## config.mk

```make
export PLATFORM = sky130hd
export DESIGN_NAME = trig_expo_seq
export DESIGN_NICKNAME = d
export VERILOG_FILES = /design/src/rtl/trig_expo_pkg.sv /design/src/rtl/trig_rst_sync.sv /design/src/rtl/trig_sync_edge.sv /design/src/rtl/expo_line_cnt.sv /design/src/rtl/trig_expo_ctrl.sv /design/src/rtl/trig_expo_seq.sv
export SDC_FILE = /design/constraint.sdc
export NUM_CORES = 1
export LEC_CHECK = 0
export BUFFER_PORTS_ARGS = -buffer_cell sky130_fd_sc_hd__buf_4
export CORE_MARGIN = 2
export CORE_UTILIZATION = 30
export CTS_CLUSTER_DIAMETER = 200
export DETAILED_ROUTE_END_ITERATION = 6
export SYNTH_ARGS = -nofsm -noshare
export SYNTH_HDL_FRONTEND = slang
export SYNTH_HIERARCHICAL = 1
export SYNTH_SLANG_ARGS = --single-unit
export TNS_END_PERCENT = 10
```

## constraint.sdc

```tcl
create_clock -name clk -period 1.36 [get_ports clk]
set_clock_uncertainty 0.05 [all_clocks]
set_input_delay 0.272 -clock clk [delete_from_list [all_inputs] [get_ports clk]]
set_output_delay 0.272 -clock clk [all_outputs]
set_load 0.01 [all_outputs]
```

## src/rtl/trig_expo_pkg.sv

```systemverilog
package trig_expo_pkg;
  typedef enum logic [1:0] {
    SQ_OFF    = 2'd0,
    SQ_ARMED  = 2'd1,
    SQ_EXPOSE = 2'd2
  } seq_state_e;
endpackage

```

## src/rtl/trig_rst_sync.sv

```systemverilog
module trig_rst_sync (
  input  logic clk,
  input  logic arst_n,
  output logic srst_n
);
  logic [1:0] meta_q;

  always_ff @(posedge clk or negedge arst_n) begin
    if (!arst_n) meta_q <= 2'b00;
    else         meta_q <= {meta_q[0], 1'b1};
  end

  assign srst_n = meta_q[1];
endmodule

```

## src/rtl/trig_sync_edge.sv

```systemverilog
module trig_sync_edge #(
  parameter int STAGES = 2
) (
  input  logic clk,
  input  logic rst_n,
  input  logic async_in,
  output logic fall_o
);
  logic [STAGES-1:0] chain_q;
  logic              prev_q;

  // Idle level of the trigger is high, so the chain resets to ones.
  generate
    if (STAGES == 1) begin : g_one
      always_ff @(posedge clk or negedge rst_n) begin
        if (!rst_n) chain_q <= '1;
        else        chain_q <= async_in;
      end
    end else begin : g_many
      always_ff @(posedge clk or negedge rst_n) begin
        if (!rst_n) chain_q <= '1;
        else        chain_q <= {chain_q[STAGES-2:0], async_in};
      end
    end
  endgenerate

  always_ff @(posedge clk or negedge rst_n) begin
    if (!rst_n) prev_q <= 1'b1;
    else        prev_q <= chain_q[STAGES-1];
  end

  assign fall_o = prev_q & ~chain_q[STAGES-1];

  // a falling edge is reported for a single cycle only
  p_fall_single_r4: assert property (@(posedge clk) disable iff (!rst_n)
    fall_o |=> !fall_o);
endmodule

```

## src/rtl/expo_line_cnt.sv

```systemverilog
module expo_line_cnt #(
  parameter int W = 9
) (
  input  logic         clk,
  input  logic         rst_n,
  input  logic         start_i,
  input  logic         run_i,
  input  logic         tick_i,
  input  logic [W-1:0] len_i,
  output logic         done_o
);
  logic [W-1:0] tgt_q, tgt_n;
  logic [W-1:0] cnt_q, cnt_n;
  logic         cnt_en;

  always_comb begin
    tgt_n  = (len_i == '0) ? W'(1) : len_i;
    cnt_en = start_i | (run_i & tick_i);
    cnt_n  = start_i ? '0 : cnt_q + W'(1);
  end

  always_ff @(posedge clk or negedge rst_n) begin
    if (!rst_n) begin
      tgt_q <= W'(1);
    end else if (start_i) begin
      tgt_q <= tgt_n;
    end
  end

  always_ff @(posedge clk or negedge rst_n) begin
    if (!rst_n) begin
      cnt_q <= '0;
    end else if (cnt_en) begin
      cnt_q <= cnt_n;
    end
  end

  assign done_o = run_i & tick_i & (cnt_q == tgt_q - W'(1));

  // the line count never passes the latched target during exposure
  p_cnt_in_range_r6: assert property (@(posedge clk) disable iff (!rst_n)
    run_i |-> (cnt_q < tgt_q));
  // the target stays put while counting
  p_tgt_frozen_r7: assert property (@(posedge clk) disable iff (!rst_n)
    (run_i && $past(run_i)) |-> $stable(tgt_q));
endmodule

```

## src/rtl/trig_expo_ctrl.sv

```systemverilog
module trig_expo_ctrl
  import trig_expo_pkg::*;
(
  input  logic clk,
  input  logic rst_n,
  input  logic mode_en,
  input  logic fall_i,
  input  logic tick_i,
  input  logic done_i,
  output logic start_o,
  output logic run_o,
  output logic hd_reset_o,
  output logic discharge_o,
  output logic readout_o,
  output logic wr_en_o,
  output logic halt_o
);
  seq_state_e state_q, state_n;
  logic hd_n, dis_n, rd_n, halt_n;

  always_comb begin
    state_n = state_q;
    if (!mode_en) begin
      state_n = SQ_OFF;
    end else begin
      unique case (state_q)
        SQ_OFF:    state_n = SQ_ARMED;
        SQ_ARMED:  if (fall_i) state_n = SQ_EXPOSE;
        SQ_EXPOSE: if (done_i) state_n = SQ_ARMED;
        default:   state_n = SQ_OFF;
      endcase
    end
    hd_n    = mode_en & (state_q == SQ_ARMED) & fall_i;
    dis_n   = mode_en & (state_q == SQ_ARMED) & (fall_i | tick_i);
    rd_n    = mode_en & (state_q == SQ_EXPOSE) & done_i;
    halt_n  = mode_en;
    start_o = hd_n;
    run_o   = (state_q == SQ_EXPOSE);
  end

  always_ff @(posedge clk or negedge rst_n) begin
    if (!rst_n) begin
      state_q     <= SQ_OFF;
      hd_reset_o  <= 1'b0;
      discharge_o <= 1'b0;
      readout_o   <= 1'b0;
      wr_en_o     <= 1'b0;
      halt_o      <= 1'b0;
    end else begin
      state_q     <= state_n;
      hd_reset_o  <= hd_n;
      discharge_o <= dis_n;
      readout_o   <= rd_n;
      wr_en_o     <= rd_n;
      halt_o      <= halt_n;
    end
  end

  // the horizontal reset request always carries the final discharge
  p_hd_with_dis_r4: assert property (@(posedge clk) disable iff (!rst_n)
    hd_reset_o |-> discharge_o);
  // no discharge once exposure is under way
  p_no_dis_expose_r5: assert property (@(posedge clk) disable iff (!rst_n)
    ($past(state_q) == SQ_EXPOSE && state_q == SQ_EXPOSE) |-> !discharge_o);
  // readout held off while armed
  p_no_rd_armed_r3: assert property (@(posedge clk) disable iff (!rst_n)
    ($past(state_q) == SQ_ARMED && state_q == SQ_ARMED) |-> !readout_o);
  // readout only follows a line tick
  p_rd_after_tick_r6: assert property (@(posedge clk) disable iff (!rst_n)
    readout_o |-> $past(tick_i));
  // everything quiet while the mode is off
  p_quiet_off_r9: assert property (@(posedge clk) disable iff (!rst_n)
    !halt_o |-> !(hd_reset_o | discharge_o | readout_o | wr_en_o));
endmodule

```

## src/rtl/trig_expo_seq.sv

```systemverilog
module trig_expo_seq #(
  parameter int EXP_W       = 9,
  parameter int SYNC_STAGES = 2
) (
  input  logic             clk,
  input  logic             rst_n,
  input  logic             mode_en,
  input  logic             trig_in,
  input  logic             line_tick,
  input  logic [EXP_W-1:0] expo_lines,
  output logic             hd_reset,
  output logic             discharge,
  output logic             readout,
  output logic             wr_en,
  output logic             vsync_halt
);
  logic srst_n;
  logic trig_fall;
  logic cnt_start, cnt_run, cnt_done;

  trig_rst_sync u_rst (
    .clk    (clk),
    .arst_n (rst_n),
    .srst_n (srst_n)
  );

  trig_sync_edge #(.STAGES(SYNC_STAGES)) u_edge (
    .clk      (clk),
    .rst_n    (srst_n),
    .async_in (trig_in),
    .fall_o   (trig_fall)
  );

  expo_line_cnt #(.W(EXP_W)) u_cnt (
    .clk     (clk),
    .rst_n   (srst_n),
    .start_i (cnt_start),
    .run_i   (cnt_run),
    .tick_i  (line_tick),
    .len_i   (expo_lines),
    .done_o  (cnt_done)
  );

  trig_expo_ctrl u_ctrl (
    .clk         (clk),
    .rst_n       (srst_n),
    .mode_en     (mode_en),
    .fall_i      (trig_fall),
    .tick_i      (line_tick),
    .done_i      (cnt_done),
    .start_o     (cnt_start),
    .run_o       (cnt_run),
    .hd_reset_o  (hd_reset),
    .discharge_o (discharge),
    .readout_o   (readout),
    .wr_en_o     (wr_en),
    .halt_o      (vsync_halt)
  );

  // write enable and readout always appear together
  p_we_pairs_rd_r6: assert property (@(posedge clk) disable iff (!srst_n)
    wr_en == readout);
endmodule

```

==> impl_metrics.json <==
{
  "critPathSlowestCell": "dfstp_2",
  "critPathKind": "reg2reg",
  "root_buffer": "clkbuf_8",
  "drt-pass1-iter-count": 4,
  "grt_pass1_wl_um": 5230,
  "synth_area_leader_cell": "dfrtp_1",
  "synth_cell_type_count": 36,
  "port_buffers": 18,
  "yosys-top-cells-area": "dfrtp_1, dfstp_2, xnor2_1",
  "place_ws_ps": -588,
  "first_global_vias": 1194,
  "maxCapViolations": 0,
  "die_h_um": 72.7,
  "avgSynthCellArea_um2": 11.0,
  "drive_gt1_share_pct": 47.0,
  "cts_tree": "built",
  "pin_count": 19,
  "place_inst": 224,
  "antenna_found_initial": 0,
  "hold_viol": 0,
  "dieArea_mm2": 0.00528,
  "avgViaCountPerCell": 4.71,
  "htree_num_levels": 2,
  "drc": 0,
  "grt_usage_pct": 13.3,
  "dp_hpwl_um": 2270,
  "ant_nets": 0,
  "layout_commonest_cell": "buf_4",
  "placed_cell_area_mm2": 0.00186,
  "rsz0062_at_grt": "yes",
  "slew_viol_final": 0,
  "yosysWarnings": 6,
  "initial_core_util_pct": 31.8,
  "rows": 24,
  "cts_made_buffers": 5,
  "start_kind": "register",
  "drt_wl_total_um": 3140,
  "cts_sinks": 29,
  "syn2layout_area_growth_pct": 46.6,
  "grt_max_degree": 16,
  "n_antenna_cell": 0,
  "syn-num-nets": 145,
  "fin_util_pct": 46.6,
  "wire_per_inst_um": 13.5,
  "yosysSeqAreaShare_pct": 51.7,
  "finalSetupViolCount": 21,
  "clk_pin_slew_ps": 70,
  "finalWorstSetupSlack_ps": -539,
  "layout.nets": 196,
  "critPathMaxStageDelay_ps": 540,
  "synth_cells": 129,
  "path_cells": "buf_4 > nor3_2 > xnor2_1 > nor4_2 > nand4_1 > a211oi_2 > nor2b_1 > a31o_1",
  "crit_arrival_ps": 2030,
  "violations": "setup timing",
  "post-cts-setup-buffers": 0,
  "fmax_ghz": 0.527,
  "core_area_mm2": 0.00444,
  "drtIter0Drc": 40,
  "final_cells": 233,
  "hold_path_class": "in2reg",
  "outcome": "complete, but fails checks",
  "die_x_um": 72.7,
  "p_leak_nw": 0.955,
  "critical_path_peak_fanout": 4,
  "min_period_over_period_pct": 140,
  "syn_area_mm2": 0.00141,
  "grt_overflow": 0,
  "clock_path_buffers": 2,
  "design_area_mm2": 0.00207,
  "final_cell_mix": "buf_4, dfrtp_1, nor2_1",
  "routabilityCongestion": 0.811,
  "yosysTopAreaCellShare_pct": 44.2,
  "cp.required_ps": 1490,
  "num_vias": 1097,
  "clkLatencyLatePin_ps": 290,
  "irDropWorstVdd_v": 0.000677,
  "worstSetupEndpointType": "register",
  "ys_seq_elements": 29,
  "fin_crit_ps": 1900,
  "power.density_mw_per_mm2": 1400
}
report_power, final:
| group | internal (mW) | total, mW | switching (mW) | leakage [nW] |
|---|---|---|---|---|
| Sequential | 0.987 | 1.10 | 0.109 | 0.365 |
| Clock | 0.595 | 0.944 | 0.349 | 0.0574 |
| Combinational | 0.506 | 0.862 | 0.356 | 0.533 |
cells by family (layout without fill, tap and decap cells):
logic type,after synthesis,count (layout),synth area share (%)
muxes,7,7,5.58
other,1,1,0.265
buffers and inverters,8,60,2.48
DFF,29,29,51.7
xor gates and xnor gates,18,18,11.2
AOI/OAI and AO/OA,15,15,6.81
adders and majority gates,2,2,1.77
and+or+nand+nor,49,49,20.3
layer usage:
layer  wire, um  vias up  part of all wire, %  global-route usage, %
li1           -      547                    -                      -
met3         70        9                  2.2                   2.62
met2       1630       19                   52                   22.4
met1       1330      522                   42                   14.7
met4        110        0                  3.5                   10.1
met5          0        -                    0                      0
metrics by stage:
step           power [mW]  TNS [ps]  hold slack, ps
2_1_floorplan        1.55     -7160           -73.6
3_3_place_gp         1.82     -3840            4.33
3_5_place_dp         1.86     -4330            7.62
4_1_cts              2.85     -3740            31.6
5_1_grt              3.04     -5130            30.3
6_report             2.90     -3700            39.7
path summary, 6_finish.rpt:
check / start / end / slack, ps / depth (start not counted)
setup / recovery: u_cnt/tgt_q[0]$_DFFE_PN1P_ / u_ctrl/state_q[1]$_DFFE_PN0P_ / -540 / 8
hold / removal: trig_in / u_edge/chain_q[0]$_DFF_PN1_ / 40 / 1
setup reg to reg: u_cnt/tgt_q[0]$_DFFE_PN1P_ / u_ctrl/state_q[1]$_DFFE_PN0P_ / -540 / 8
hold reg to reg: u_rst/meta_q[1]$_DFF_PN0_ / u_ctrl/discharge_o$_DFF_PN0_ / 130 / 1
max in group asynchronous: u_rst/meta_q[1]$_DFF_PN0_ / u_cnt/tgt_q[0]$_DFFE_PN1P_ / 850 / 1
min in group asynchronous: u_rst/meta_q[1]$_DFF_PN0_ / u_ctrl/discharge_o$_DFF_PN0_ / 130 / 1
critical path, delay by kind of cell (launching register included):
| family | cells | cell delay [ps] |
|---|---|---|
| XOR/XNOR | 1 | 140 |
| AND/OR/NAND/NOR | 4 | 500 |
| AO/OA/AOI/OAI | 2 | 430 |
| flip-flops | 1 | 540 |
| buffers and inverters | 1 | 130 |
sequential cells by signal (all words and copies together), names as in the netlist:
register and flops:
u_cnt/cnt_q 9, u_ctrl/state_q 2, u_rst/meta_q 2, u_edge/chain_q 2, u_edge/prev_q 1, u_cnt/tgt_q 9, u_ctrl/discharge_o 1, u_ctrl/halt_o 1
u_ctrl/wr_en_o 1, u_ctrl/hd_reset_o 1
cell usage after synthesis:
cell type   n
and3_1      2
nor2b_1     2
o211ai_1    1
dfrtp_1    25
nand2_1    10
mux2_2      7
nor2b_4     1
nor2_1     11
xnor2_1    12
nor4_1      5
xor2_1      6
conb_1      1
dfstp_2     4
and2_1      1
o32ai_1     1
inv_1       4
nand3b_2    1
or3_1       3
nand4_1     4
a31o_1      1
nor3_4      1
clkbuf_1    2
buf_2       1
a21oi_1     6
and4bb_1    1
nor3_1      1
buf_4       1
nor3b_1     1
a211oi_2    1
o21ai_0     4
nand3_1     1
and4b_1     1
and2_2      1
nand2b_1    2
ha_1        2
a311oi_1    1
final cells by class:
class	count	area [um^2]
inverter	4	15.0
timing repair buffer	48	383
tap	52	65.1
sequential	29	731
clock buffer	6	82.6
clock inverter	2	37.5
fill	418	2370
multi-input combinational	92	759
repair_timing:
action                     in CTS  in global routing
pin swaps                      10                  1
hold buffers                    1                  0
cloned                          0                  0
gates resized for setup        12                  8
hold endpoints to repair        2                  0
setup endpoints to repair      21                 21
(Power assumes the default switching activity.)
